**src/rtl/spi_slv_pkg.sv**
```systemverilog
package spi_slv_pkg;

    localparam int WORD_W   = 16;
    localparam int NARROW_W = 8;
    localparam int SYNC_N   = 2;

    typedef struct packed {
        logic cpol;
        logic cpha;
        logic wide;
    } spi_cfg_t;

    typedef struct packed {
        logic sclk;
        logic mosi;
        logic ssn;
    } spi_pins_t;

    typedef struct packed {
        logic sample;
        logic shift;
    } spi_evt_t;

    // leading edge moves the clock away from its idle level
    function automatic logic lead_edge(logic cpol, logic rise, logic fall);
        return cpol ? fall : rise;
    endfunction

endpackage

```
**src/rtl/spi_slv_sync.sv**
```systemverilog
module spi_slv_sync #(
    parameter int W       = 3,
    parameter int STAGES  = 2,
    parameter logic [W-1:0] RST_VAL = '0
) (
    input  logic         clk,
    input  logic         rst,
    input  logic [W-1:0] d,
    output logic [W-1:0] q
);
    logic [W-1:0] stg [STAGES];

    for (genvar i = 0; i < STAGES; i++) begin : g_stg
        if (i == 0) begin : g_first
            always_ff @(posedge clk) begin
                if (rst) stg[i] <= RST_VAL;
                else     stg[i] <= d;
            end
        end else begin : g_rest
            always_ff @(posedge clk) begin
                if (rst) stg[i] <= RST_VAL;
                else     stg[i] <= stg[i-1];
            end
        end
    end

    assign q = stg[STAGES-1];
endmodule

```
**src/rtl/spi_slv_edge.sv**
```systemverilog
module spi_slv_edge
    import spi_slv_pkg::*;
(
    input  logic     clk,
    input  logic     rst,
    input  logic     sclk_s,
    input  logic     active,
    input  spi_cfg_t cfg,
    output spi_evt_t evt
);
    logic sclk_q;
    logic rise, fall, lead, trail;

    always_ff @(posedge clk) begin
        if (rst) sclk_q <= 1'b0;
        else     sclk_q <= sclk_s;
    end

    always_comb begin
        rise  = sclk_s & ~sclk_q;
        fall  = ~sclk_s & sclk_q;
        lead  = lead_edge(cfg.cpol, rise, fall);
        trail = lead_edge(cfg.cpol, fall, rise);
        evt.sample = active & (cfg.cpha ? trail : lead);
        evt.shift  = active & (cfg.cpha ? lead  : trail);
    end
endmodule

```
**src/rtl/spi_slv_shreg.sv**
```systemverilog
module spi_slv_shreg #(
    parameter int WORD_W   = 16,
    parameter int NARROW_W = 8
) (
    input  logic              clk,
    input  logic              rst,
    input  logic              active,
    input  logic              wide,
    input  logic              sample,
    input  logic              shift,
    input  logic              mosi,
    input  logic              wr_en,
    input  logic [WORD_W-1:0] wr_data,
    output logic              tx_bit,
    output logic              done_pulse,
    output logic [WORD_W-1:0] rd_buf
);
    localparam int CNT_W = $clog2(WORD_W + 1);
    localparam logic [WORD_W-1:0] LOW_MASK = {{(WORD_W-NARROW_W){1'b0}}, {NARROW_W{1'b1}}};

    logic [WORD_W-1:0] sr, nxt;
    logic [CNT_W-1:0]  cnt, len;
    logic              pend, rx_bit, last;

    assign len    = wide ? CNT_W'(WORD_W) : CNT_W'(NARROW_W);
    assign last   = sample && (cnt == len - CNT_W'(1));
    assign nxt    = {sr[WORD_W-2:0], mosi};
    assign tx_bit = wide ? sr[WORD_W-1] : sr[NARROW_W-1];

    always_ff @(posedge clk) begin
        if (rst) begin
            sr         <= '0;
            cnt        <= '0;
            pend       <= 1'b0;
            rx_bit     <= 1'b0;
            rd_buf     <= '0;
            done_pulse <= 1'b0;
        end else begin
            done_pulse <= 1'b0;
            if (!active) begin
                cnt  <= '0;
                pend <= 1'b0;
                if (wr_en) sr <= wr_data;
            end else if (last) begin
                sr         <= nxt;
                rd_buf     <= wide ? nxt : (nxt & LOW_MASK);
                cnt        <= '0;
                pend       <= 1'b0;
                done_pulse <= 1'b1;
            end else if (sample) begin
                rx_bit <= mosi;
                pend   <= 1'b1;
                cnt    <= cnt + CNT_W'(1);
            end else if (shift && pend) begin
                sr   <= {sr[WORD_W-2:0], rx_bit};
                pend <= 1'b0;
            end
        end
    end

    AST_CNT_FRESH: assert property (@(posedge clk) disable iff (rst)
        $rose(active) |-> (cnt == '0));
    AST_CNT_BOUND: assert property (@(posedge clk) disable iff (rst)
        cnt < len);
    AST_BUF_ONLY_ON_DONE: assert property (@(posedge clk) disable iff (rst)
        !$stable(rd_buf) |-> done_pulse);
    AST_SR_IDLE_HOLD: assert property (@(posedge clk) disable iff (rst)
        (!active && !wr_en) |=> $stable(sr));
endmodule

```
**src/rtl/spi_slv_core.sv**
```systemverilog
module spi_slv_core
    import spi_slv_pkg::*;
#(
    parameter int DATA_W   = WORD_W,
    parameter int SHORT_W  = NARROW_W,
    parameter int SYNC_LEN = SYNC_N
) (
    input  logic              clk,
    input  logic              rst,
    input  logic              cfg_cpol,
    input  logic              cfg_cpha,
    input  logic              cfg_wide,
    input  logic              irq_en,
    input  logic              wr_en,
    input  logic [DATA_W-1:0] wr_data,
    input  logic              flag_clr,
    input  logic              sclk_in,
    input  logic              mosi_in,
    input  logic              ssn_in,
    output logic              miso_o,
    output logic              miso_oe,
    output logic [DATA_W-1:0] rd_buf,
    output logic              done_flag,
    output logic              irq
);
    spi_pins_t raw, syn;
    spi_cfg_t  cfg;
    spi_evt_t  evt;
    logic      active, tx_bit, done_pulse;

    assign raw = '{sclk: sclk_in, mosi: mosi_in, ssn: ssn_in};
    assign cfg = '{cpol: cfg_cpol, cpha: cfg_cpha, wide: cfg_wide};

    spi_slv_sync #(.W(3), .STAGES(SYNC_LEN), .RST_VAL(3'b001)) u_sync (
        .clk(clk), .rst(rst), .d(raw), .q(syn)
    );

    assign active = ~syn.ssn;

    spi_slv_edge u_edge (
        .clk(clk), .rst(rst), .sclk_s(syn.sclk), .active(active),
        .cfg(cfg), .evt(evt)
    );

    spi_slv_shreg #(.WORD_W(DATA_W), .NARROW_W(SHORT_W)) u_shreg (
        .clk(clk), .rst(rst), .active(active), .wide(cfg.wide),
        .sample(evt.sample), .shift(evt.shift), .mosi(syn.mosi),
        .wr_en(wr_en), .wr_data(wr_data), .tx_bit(tx_bit),
        .done_pulse(done_pulse), .rd_buf(rd_buf)
    );

    always_ff @(posedge clk) begin
        if (rst)             done_flag <= 1'b0;
        else if (done_pulse) done_flag <= 1'b1;
        else if (flag_clr)   done_flag <= 1'b0;
    end

    assign miso_oe = active;
    assign miso_o  = active & tx_bit;
    assign irq     = done_flag & irq_en;

    AST_DONE_SETS: assert property (@(posedge clk) disable iff (rst)
        done_pulse |=> done_flag);
    AST_CLR_WORKS: assert property (@(posedge clk) disable iff (rst)
        (flag_clr && !done_pulse) |=> !done_flag);
endmodule

```
**config.mk**
```make
export PLATFORM = sky130hd
export DESIGN_NAME = spi_slv_core
export DESIGN_NICKNAME = d
export VERILOG_FILES = /design/src/rtl/spi_slv_pkg.sv /design/src/rtl/spi_slv_sync.sv /design/src/rtl/spi_slv_edge.sv /design/src/rtl/spi_slv_shreg.sv /design/src/rtl/spi_slv_core.sv
export SDC_FILE = /design/constraint.sdc
export NUM_CORES = 1
export LEC_CHECK = 0
export ABC_AREA = 1
export BUFFER_PORTS_ARGS = -buffer_cell sky130_fd_sc_hd__buf_2
export CAP_MARGIN = 5
export CORE_ASPECT_RATIO = 0.9
export CORE_UTILIZATION = 40
export DETAILED_ROUTE_END_ITERATION = 10
export PLACE_DENSITY = 0.69
export SLEW_MARGIN = 15
export SYNTH_ARGS = -nofsm -noshare
export SYNTH_HDL_FRONTEND = slang
export SYNTH_SLANG_ARGS = --single-unit
```
**constraint.sdc**
```tcl
create_clock -name clk -period 1.84 [get_ports clk]
set_input_delay 0.368 -clock clk [delete_from_list [all_inputs] [get_ports clk]]
set_output_delay 0.368 -clock clk [all_outputs]
set_load 0.01 [all_outputs]
```
==> Word level (Yosys, flattened, before mapping) <==
Memory sizes are Yosys's and may differ from the RTL's.
Index checks and enable logic that the tools add are counted.
{ "totals": {"output_inout_bits": 20, "reg_bits": 42, "mem_count": 1, "inputBits": 27, "mem_bits_rw": 6} }
{ "mem_list": {"columns": ["memory", "words", "word_bits", "rd", "rd_ports_with_merged_regs", "write_ports", "line", "source"], "rows": [
  ["u_sync.stg", 2, 3, 2, 0, 2, "spi_slv_sync.sv:11", "logic [W-1:0] stg [STAGES];"]
]} }
{ "classes": {"eq_ne": 3, "muxes": 22, "add_sub_neg": 2, "n_bitwise": 12, "n_reduce_logical": 10} }
{ "op_table": {"columns": ["operator", "count"], "rows": [
  ["$mux W16", 6],
  ["$mux W1", 13],
  ["$and A1 B1 Y1", 6],
  ["$mux W3", 2],
  ["$reduce_and A3 Y1", 2],
  ["$add A5 B1 Y5 const B", 1],
  ["$eq A5 B5 Y1", 1],
  ["$mux W5", 1],
  ["$sub A5 B1 Y5 const B", 1],
  ["$not A1 Y1", 4],
  ["$reduce_bool A2 Y1", 2],
  ["$ne A3 B3 Y1 const B", 1],
  ["$reduce_bool A3 Y1", 1],
  ["$reduce_or A3 Y1", 1],
  ["$logic_and A1 B1 Y1", 2],
  ["$ne A2 B2 Y1 const B", 1],
  ["$or A1 B1 Y1", 2],
  ["$reduce_and A2 Y1", 1],
  ["$reduce_or A2 Y1", 1]
]} }

==> Logic depth before layout (Yosys ltp) <==
Gate-level depths: netlist (run 1).
{ "depth": {"ltp_word": 10, "mapped_depth": 12, "depth_no_buf": 10} }

==> Cells and area by module <==
From an unflattened synthesis (run 1), not the netlist that was laid out.
{ "hier_totals": {"hier_cells": 290, "hier_area_um2": 2144.6} }
{ "by_module_without_submodules": {"columns": ["mod", "instances", "seq_area_each_um2", "area_each_um2", "cells_each"], "rows": [
  ["spi_slv_shreg", 1, 800.8, 1818.0, 241],
  ["spi_slv_sync", 1, 120.1, 168.9, 19],
  ["spi_slv_edge", 1, 20.0, 98.8, 20],
  ["spi_slv_core", 1, 20.0, 58.8, 10]
]} }

==> Least setup slack after synthesis (run 1) <==
Ideal clock, no wire load.
{ "synth_timing": {"path_type": "reg-to-output", "start": "mem u_sync.stg[1][0]", "end": "out miso_o", "path_buffers": 2, "arrival_time_ps": 1235, "path_slack_ps": 237, "path_stages_with_launch": 6, "path_cell_list": "dfxtp_1 > buf_4 > inv_2 > clkbuf_1 > o21ai_0 > a21oi_1"} }
{ "synth_lines": {"columns": ["element", "line", "source"], "rows": [
  ["from (decl)", "spi_slv_sync.sv:11", null],
  ["to (decl)", "spi_slv_core.sv:20", "output logic miso_o,"]
]} }

==> flow_summary.json, run 1 <==
{
  "status": "finished clean",
  "slew_viol_final": 0,
  "rr_startpoint": "u_shreg.cnt[1]",
  "die_h_um": 72.3,
  "grt_use_met3_pct": 3.65,
  "crit_required_ns": 1.47,
  "p_leak_nw": 1.20,
  "synthesis.nets": 306,
  "finalInstanceArea_mm2": 0.00256,
  "first_pass_iters": 4,
  "ys_ff_latch": 48,
  "cts_tree": "yes",
  "setup_viol": 0,
  "clk_latency_ns": 0.30,
  "max_stage_delay_ns": 0.33,
  "grt_pass1_vias": 1658,
  "via_count": 1848,
  "ys.warnings.count": 0,
  "critPathMaxFanout": 14,
  "dp_cells": 383,
  "async_flop_share_pct": 0,
  "ys_seq_area_share_pct": 43.8,
  "rsz0062_at_grt": "no",
  "netlist_area_mm2": 0.00219,
  "critPathLaunchType": "register",
  "hold_viol": 0,
  "yosysTopAreaCellShare_pct": 43.8,
  "gp_congestion": 0.772,
  "critPathLaunch": "u_sync.stg[1][0]",
  "vdd_ir_drop_max_uv": 327,
  "relSlewSlack_pct": 77.7,
  "netlist_instances": 278,
  "htreeDepth": 2,
  "synth_cell_types": 30,
  "path_class": "register to output pin",
  "cts_resized": 0,
  "placed_cell_area_mm2": 0.00244,
  "max_slew.worst_pin.slew_ns": 0.333,
  "die_x_um": 80.1,
  "crit_path_end": "miso_o",
  "grt.busiest_layer": "met2",
  "ys.flop_type": "dfxtp_1",
  "clock-sinks": 48,
  "gr-usage-met1_pct": 20.3,
  "r2r_end": "u_shreg.rd_buf[8]",
  "via_per_inst": 4.69,
  "routedWlPerCell_um": 11.1,
  "grt_max_degree": 21,
  "timing.final.crit_share_pct": 90.9,
  "grtUsageTotal_pct": 16.0,
  "synth_common_cells": "64 x nand2_1, 48 x dfxtp_1, 33 x nor2_1, 21 x inv_1, 17 x o21ai_0",
  "cts_buffers": 5,
  "path_cells": "inv_2 > o21ai_0 > a21oi_1 > buf_2",
  "finalClockSkew_ns": 0.00639,
  "cts_root_buffer": "clkbuf_8",
  "pwr_density_cell_mw_per_mm2": 770,
  "reg2reg_depth": 7,
  "layoutNonFillerInstCount": 394,
  "pin_count": 47,
  "antenna_cells": 0,
  "core_mm2": 0.00526,
  "area_growth_pct": 16.6,
  "grt_first_pass_wirelength_mm": 7.18,
  "ant_nets": 0,
  "ctsLongestPathBuffers": 2,
  "drive_above_1_share_pct": 32.1,
  "port-buffer-count": 46,
  "die_area_mm2": 0.00579,
  "grtUsageMet2_pct": 26.9,
  "wirelength_mm": 4.38,
  "num_rows": 25,
  "avgSynthCellArea_um2": 7.89,
  "fin_setup_tns_ns": 0,
  "antenna_found_initial": 0,
  "fmax_ghz": 0.598,
  "cp.arrival_ns": 1.30,
  "dpl.hpwl_mm": 3.17,
  "synth_edf_count": 0,
  "synth.area.top_cells": "dfxtp_1 44%, nand2_1 11%, nor2_1 5.6%, o21ai_0 3.9%, inv_1 3.6%",
  "crit_path_end_kind": "output pin",
  "grt-ovfl-total": 0,
  "fin_crit_ns": 1.67,
  "clkTransAtPathRegs_ns": 0.08,
  "initial_core_util_pct": 41.8,
  "hold_path.class": "input port to register",
  "drc": 0,
  "cp_slowest_cell": "dfxtp_1",
  "r2r_slack_ns": 0.18,
  "drt_iter0_drc": 100,
  "layout.nets": 354,
  "synth_top_area_cell": "dfxtp_1",
  "hold_start": "ssn_in",
  "maxCapViolations": 0,
  "synth.most_common_cell": "nand2_1"
}
layout make-up:
| class | count | area, um2 |
|---|---|---|
| tap | 67 | 83.8 |
| multi-input combinational | 192 | 1040 |
| clock buffer | 6 | 82.6 |
| inverter | 27 | 106 |
| clock inverter | 2 | 10.0 |
| fill | 546 | 2700 |
| sequential | 48 | 961 |
| timing repair buffer | 52 | 275 |
power by group:
group	internal [mW]	switching (mW)	total (mW)
combinational	0.0888	0.140	0.228
sequential	1.08	0.0269	1.11
clock	0.300	0.337	0.638
cell usage in the layout, fill, tap and decap left out:
master,instances
nand3_4,4
nand4_1,2
buf_2,46
inv_6,1
clkbuf_8,6
o21ai_1,14
o31ai_1,1
ha_1,1
o21ai_2,9
nand3_1,10
buf_4,6
nor2_2,11
clkinv_2,2
nand2_2,3
nor2_1,33
nor2_4,2
inv_1,21
nand2_1,64
nor3_1,1
nor2_8,2
nor3b_2,2
inv_2,5
nand2_4,3
or2_2,2
dfxtp_1,48
nand4_2,1
a21oi_1,10
o21ai_0,17
how the worst min path moves through the flow:
stage | endpoint | cells after the start
final | u_sync.stg[0][0] | 2
after CTS | u_sync.stg[0][0] | 2
after detailed placement | u_sync.stg[1][1] | 2
after global placement | u_sync.stg[1][2] | 2
after global routing | u_sync.stg[0][0] | 2
after floorplan | u_sync.stg[1][1] | 2
logic make-up after synthesis:
logic type / after synthesis / synth area share [%]
compound gates: 51 / 13.3
fa+ha+maj: 1 / 0.570
buf+inv: 38 / 8.84
flops: 48 / 43.8
simple gates: 140 / 33.5
metrics by stage:
stage / setup slack (ns) / hold WS [ns] / utilization [%] / total power [mW]
CTS: 0.107 / 0.246 / 48.3 / 1.99
global route: 0.0326 / 0.252 / 48.7 / 2.06
finish: 0.168 / 0.255 / 48.7 / 1.97
floorplan: 0.237 / 0.388 / - / 1.30
detailed placement: 0.0643 / 0.396 / 46.5 / 1.35
global placement: 0.110 / 0.389 / 46.5 / 1.35
critical path: cells and delay by family (launching register included):
| kind | cells | cell delay, ns |
|---|---|---|
| compound gates | 2 | 0.28 |
| buf+inv | 2 | 0.39 |
| flops | 1 | 0.33 |
sequential cells by signal, summed over array words and instances, names as in the netlist:
register            flops
done_flag               1
u_shreg.rd_buf         16
u_shreg.rx_bit          1
u_shreg.cnt             5
u_sync.stg              6
u_edge.sclk_q           1
u_shreg.sr             16
u_shreg.pend            1
u_shreg.done_pulse      1
layer usage:
metal | vias up | part of all wire [%]
li1 | 978 | -
met1 | 822 | 49
met2 | 41 | 45
met3 | 7 | 4.2
met4 | 0 | 1.6
met5 | - | 0
repair_timing:
| item | 4_1_cts | 5_1_grt |
|---|---|---|
| hold buffers | 0 | 0 |
| endpoints found under the setup margin | 0 | 3 |
| setup buffers | 0 | 3 |
(Power assumes the default switching activity.)
==> inputs of run 2 (changes only) <==
RECOVER_POWER = 100   (was unset)
==> run 2 against run 1 <==
Net effect: worst hold slack gained 0.00095 ns; clock power is essentially flat; utilization shrank 1.8 points; critical endpoint unchanged.
==> flow_summary.json, run 2 (same netlist as run 1, synthesis figures left out) <==
{
  "holdPathEnd": "u_sync.stg[0][0]",
  "final_core_util_pct": 46.9,
  "layoutNonFillerInstCount": 394,
  "port-buffer-count": 46,
  "wirelength_mm": 4.39,
  "rr_startpoint": "u_shreg.cnt[1]",
  "cp.arrival_ns": 1.31,
  "layout_commonest_cell": "nand2_1",
  "die_h_um": 72.3,
  "path_cells": "inv_2 > o21ai_0 > a21oi_1 > clkbuf_2",
  "htreeDepth": 2,
  "p_total_mw": 1.96,
  "gp_congestion": 0.772,
  "relSlewSlack_pct": 63.2,
  "reg2reg_depth": 9,
  "finalInstanceArea_mm2": 0.00246,
  "crit_required_ns": 1.47,
  "hold_viol": 0,
  "pin_count": 47,
  "num_rows": 25,
  "grt_first_pass_wirelength_mm": 7.18,
  "critPathLaunchType": "register",
  "crit_buf_inv": 2,
  "crit_path_end_kind": "output pin",
  "hold_path.class": "input port to register",
  "layout.nets": 354,
  "critical_path.top_delay_family": "buffers and inverters",
  "status": "finished clean",
  "drive_above_1_share_pct": 22.3,
  "hold_start": "ssn_in",
  "max_slew.worst_pin.slew_ns": 0.551,
  "cts_tree": "yes",
  "r2r_end": "u_shreg.rd_buf[3]",
  "setup_viol": 0,
  "fin_setup_tns_ns": 0,
  "cts_buffers": 5,
  "vdd_ir_drop_max_uv": 325,
  "core_mm2": 0.00526,
  "routedWlPerCell_um": 11.1,
  "cp_slowest_cell": "dfxtp_1",
  "area_growth_pct": 12.3,
  "clkTransAtPathRegs_ns": 0.08,
  "reg_top3": "u_shreg.rd_buf x16, u_shreg.sr x16, u_sync.stg x6",
  "hold_path_depth": 2,
  "max_stage_delay_ns": 0.34,
  "via_per_inst": 4.70,
  "dpl.hpwl_mm": 3.17,
  "first_pass_iters": 4,
  "cts_hold_buf": 0,
  "gr-usage-met1_pct": 20.3,
  "maxCapViolations": 0,
  "grt_max_degree": 21,
  "fin_crit_ns": 1.68,
  "finalClockSkew_ns": 0.00803,
  "placed_cell_area_mm2": 0.00244,
  "rsz0062_at_grt": "no",
  "die_x_um": 80.1,
  "slew_viol_final": 0,
  "drt_iter0_drc": 87,
  "mostFrequentLayoutCells": "65 x nand2_1, 48 x dfxtp_1, 37 x nor2_1",
  "grt-ovfl-total": 0,
  "grtUsageTotal_pct": 16.0,
  "whs_ns": 0.256,
  "p_leak_nw": 1.10,
  "r2r_slack_ns": 0.16,
  "ctsLongestPathBuffers": 2,
  "pwr_density_cell_mw_per_mm2": 795,
  "die_area_mm2": 0.00579,
  "grt_pass1_vias": 1658,
  "clk_latency_ns": 0.30,
  "dp_cells": 383,
  "drc": 0,
  "setup_ws_ns": 0.165,
  "grt.busiest_layer": "met2",
  "clock-sinks": 48,
  "timing.final.crit_share_pct": 91.0,
  "grt_use_met3_pct": 3.65,
  "critPathMaxFanout": 14,
  "via_count": 1852,
  "initial_core_util_pct": 41.8,
  "antenna_cells": 0,
  "cts_root_buffer": "clkbuf_8",
  "ant_nets": 0,
  "path_class": "register to output pin",
  "fmax_ghz": 0.597,
  "antenna_found_initial": 0,
  "grtUsageMet2_pct": 26.9,
  "post-place-ws_ns": 0.0643
}
run 2: final cells by class:
cell class,instances,area (um2)
Clock buffer,6,82.6
Clock inverter,2,10.0
Fill cell,571,2790
Timing Repair Buffer,52,243
Tap cell,67,83.8
Multi-Input combinational cell,192,981
Sequential cell,48,961
Inverter,27,104
run 2: what timing repair did:
action                     CTS  global route
resized for setup            0             0
setup endpoints to repair    0             3
setup buffers                0             3
run 2: metal layers:
| layer | routed length, um | vias to the layer above |
|---|---|---|
| met4 | 72 | 0 |
| li1 | - | 975 |
| met3 | 222 | 7 |
| met1 | 2120 | 816 |
| met5 | 0 | - |
| met2 | 1970 | 54 |
run 2: how the worst max path moves through the flow:
stage	startpoint	endpoint	slack, ns	depth (start not counted)
2_1_floorplan	u_sync.stg[1][0]	miso_o	0.24	5
3_3_place_gp	cfg_wide	u_shreg.cnt[0]	0.11	9
3_5_place_dp	cfg_wide	u_shreg.cnt[3]	0.06	9
4_1_cts	u_shreg.cnt[1]	u_shreg.cnt[0]	0.11	8
5_1_grt	u_sync.stg[1][0]	miso_o	0.03	4
6_report	u_sync.stg[1][0]	miso_o	0.16	4
run 2: report_power, final:
| group | internal (mW) | total, mW | switching [mW] |
|---|---|---|---|
| Sequential | 1.08 | 1.10 | 0.0255 |
| Combinational | 0.0827 | 0.216 | 0.133 |
| Clock | 0.300 | 0.641 | 0.340 |
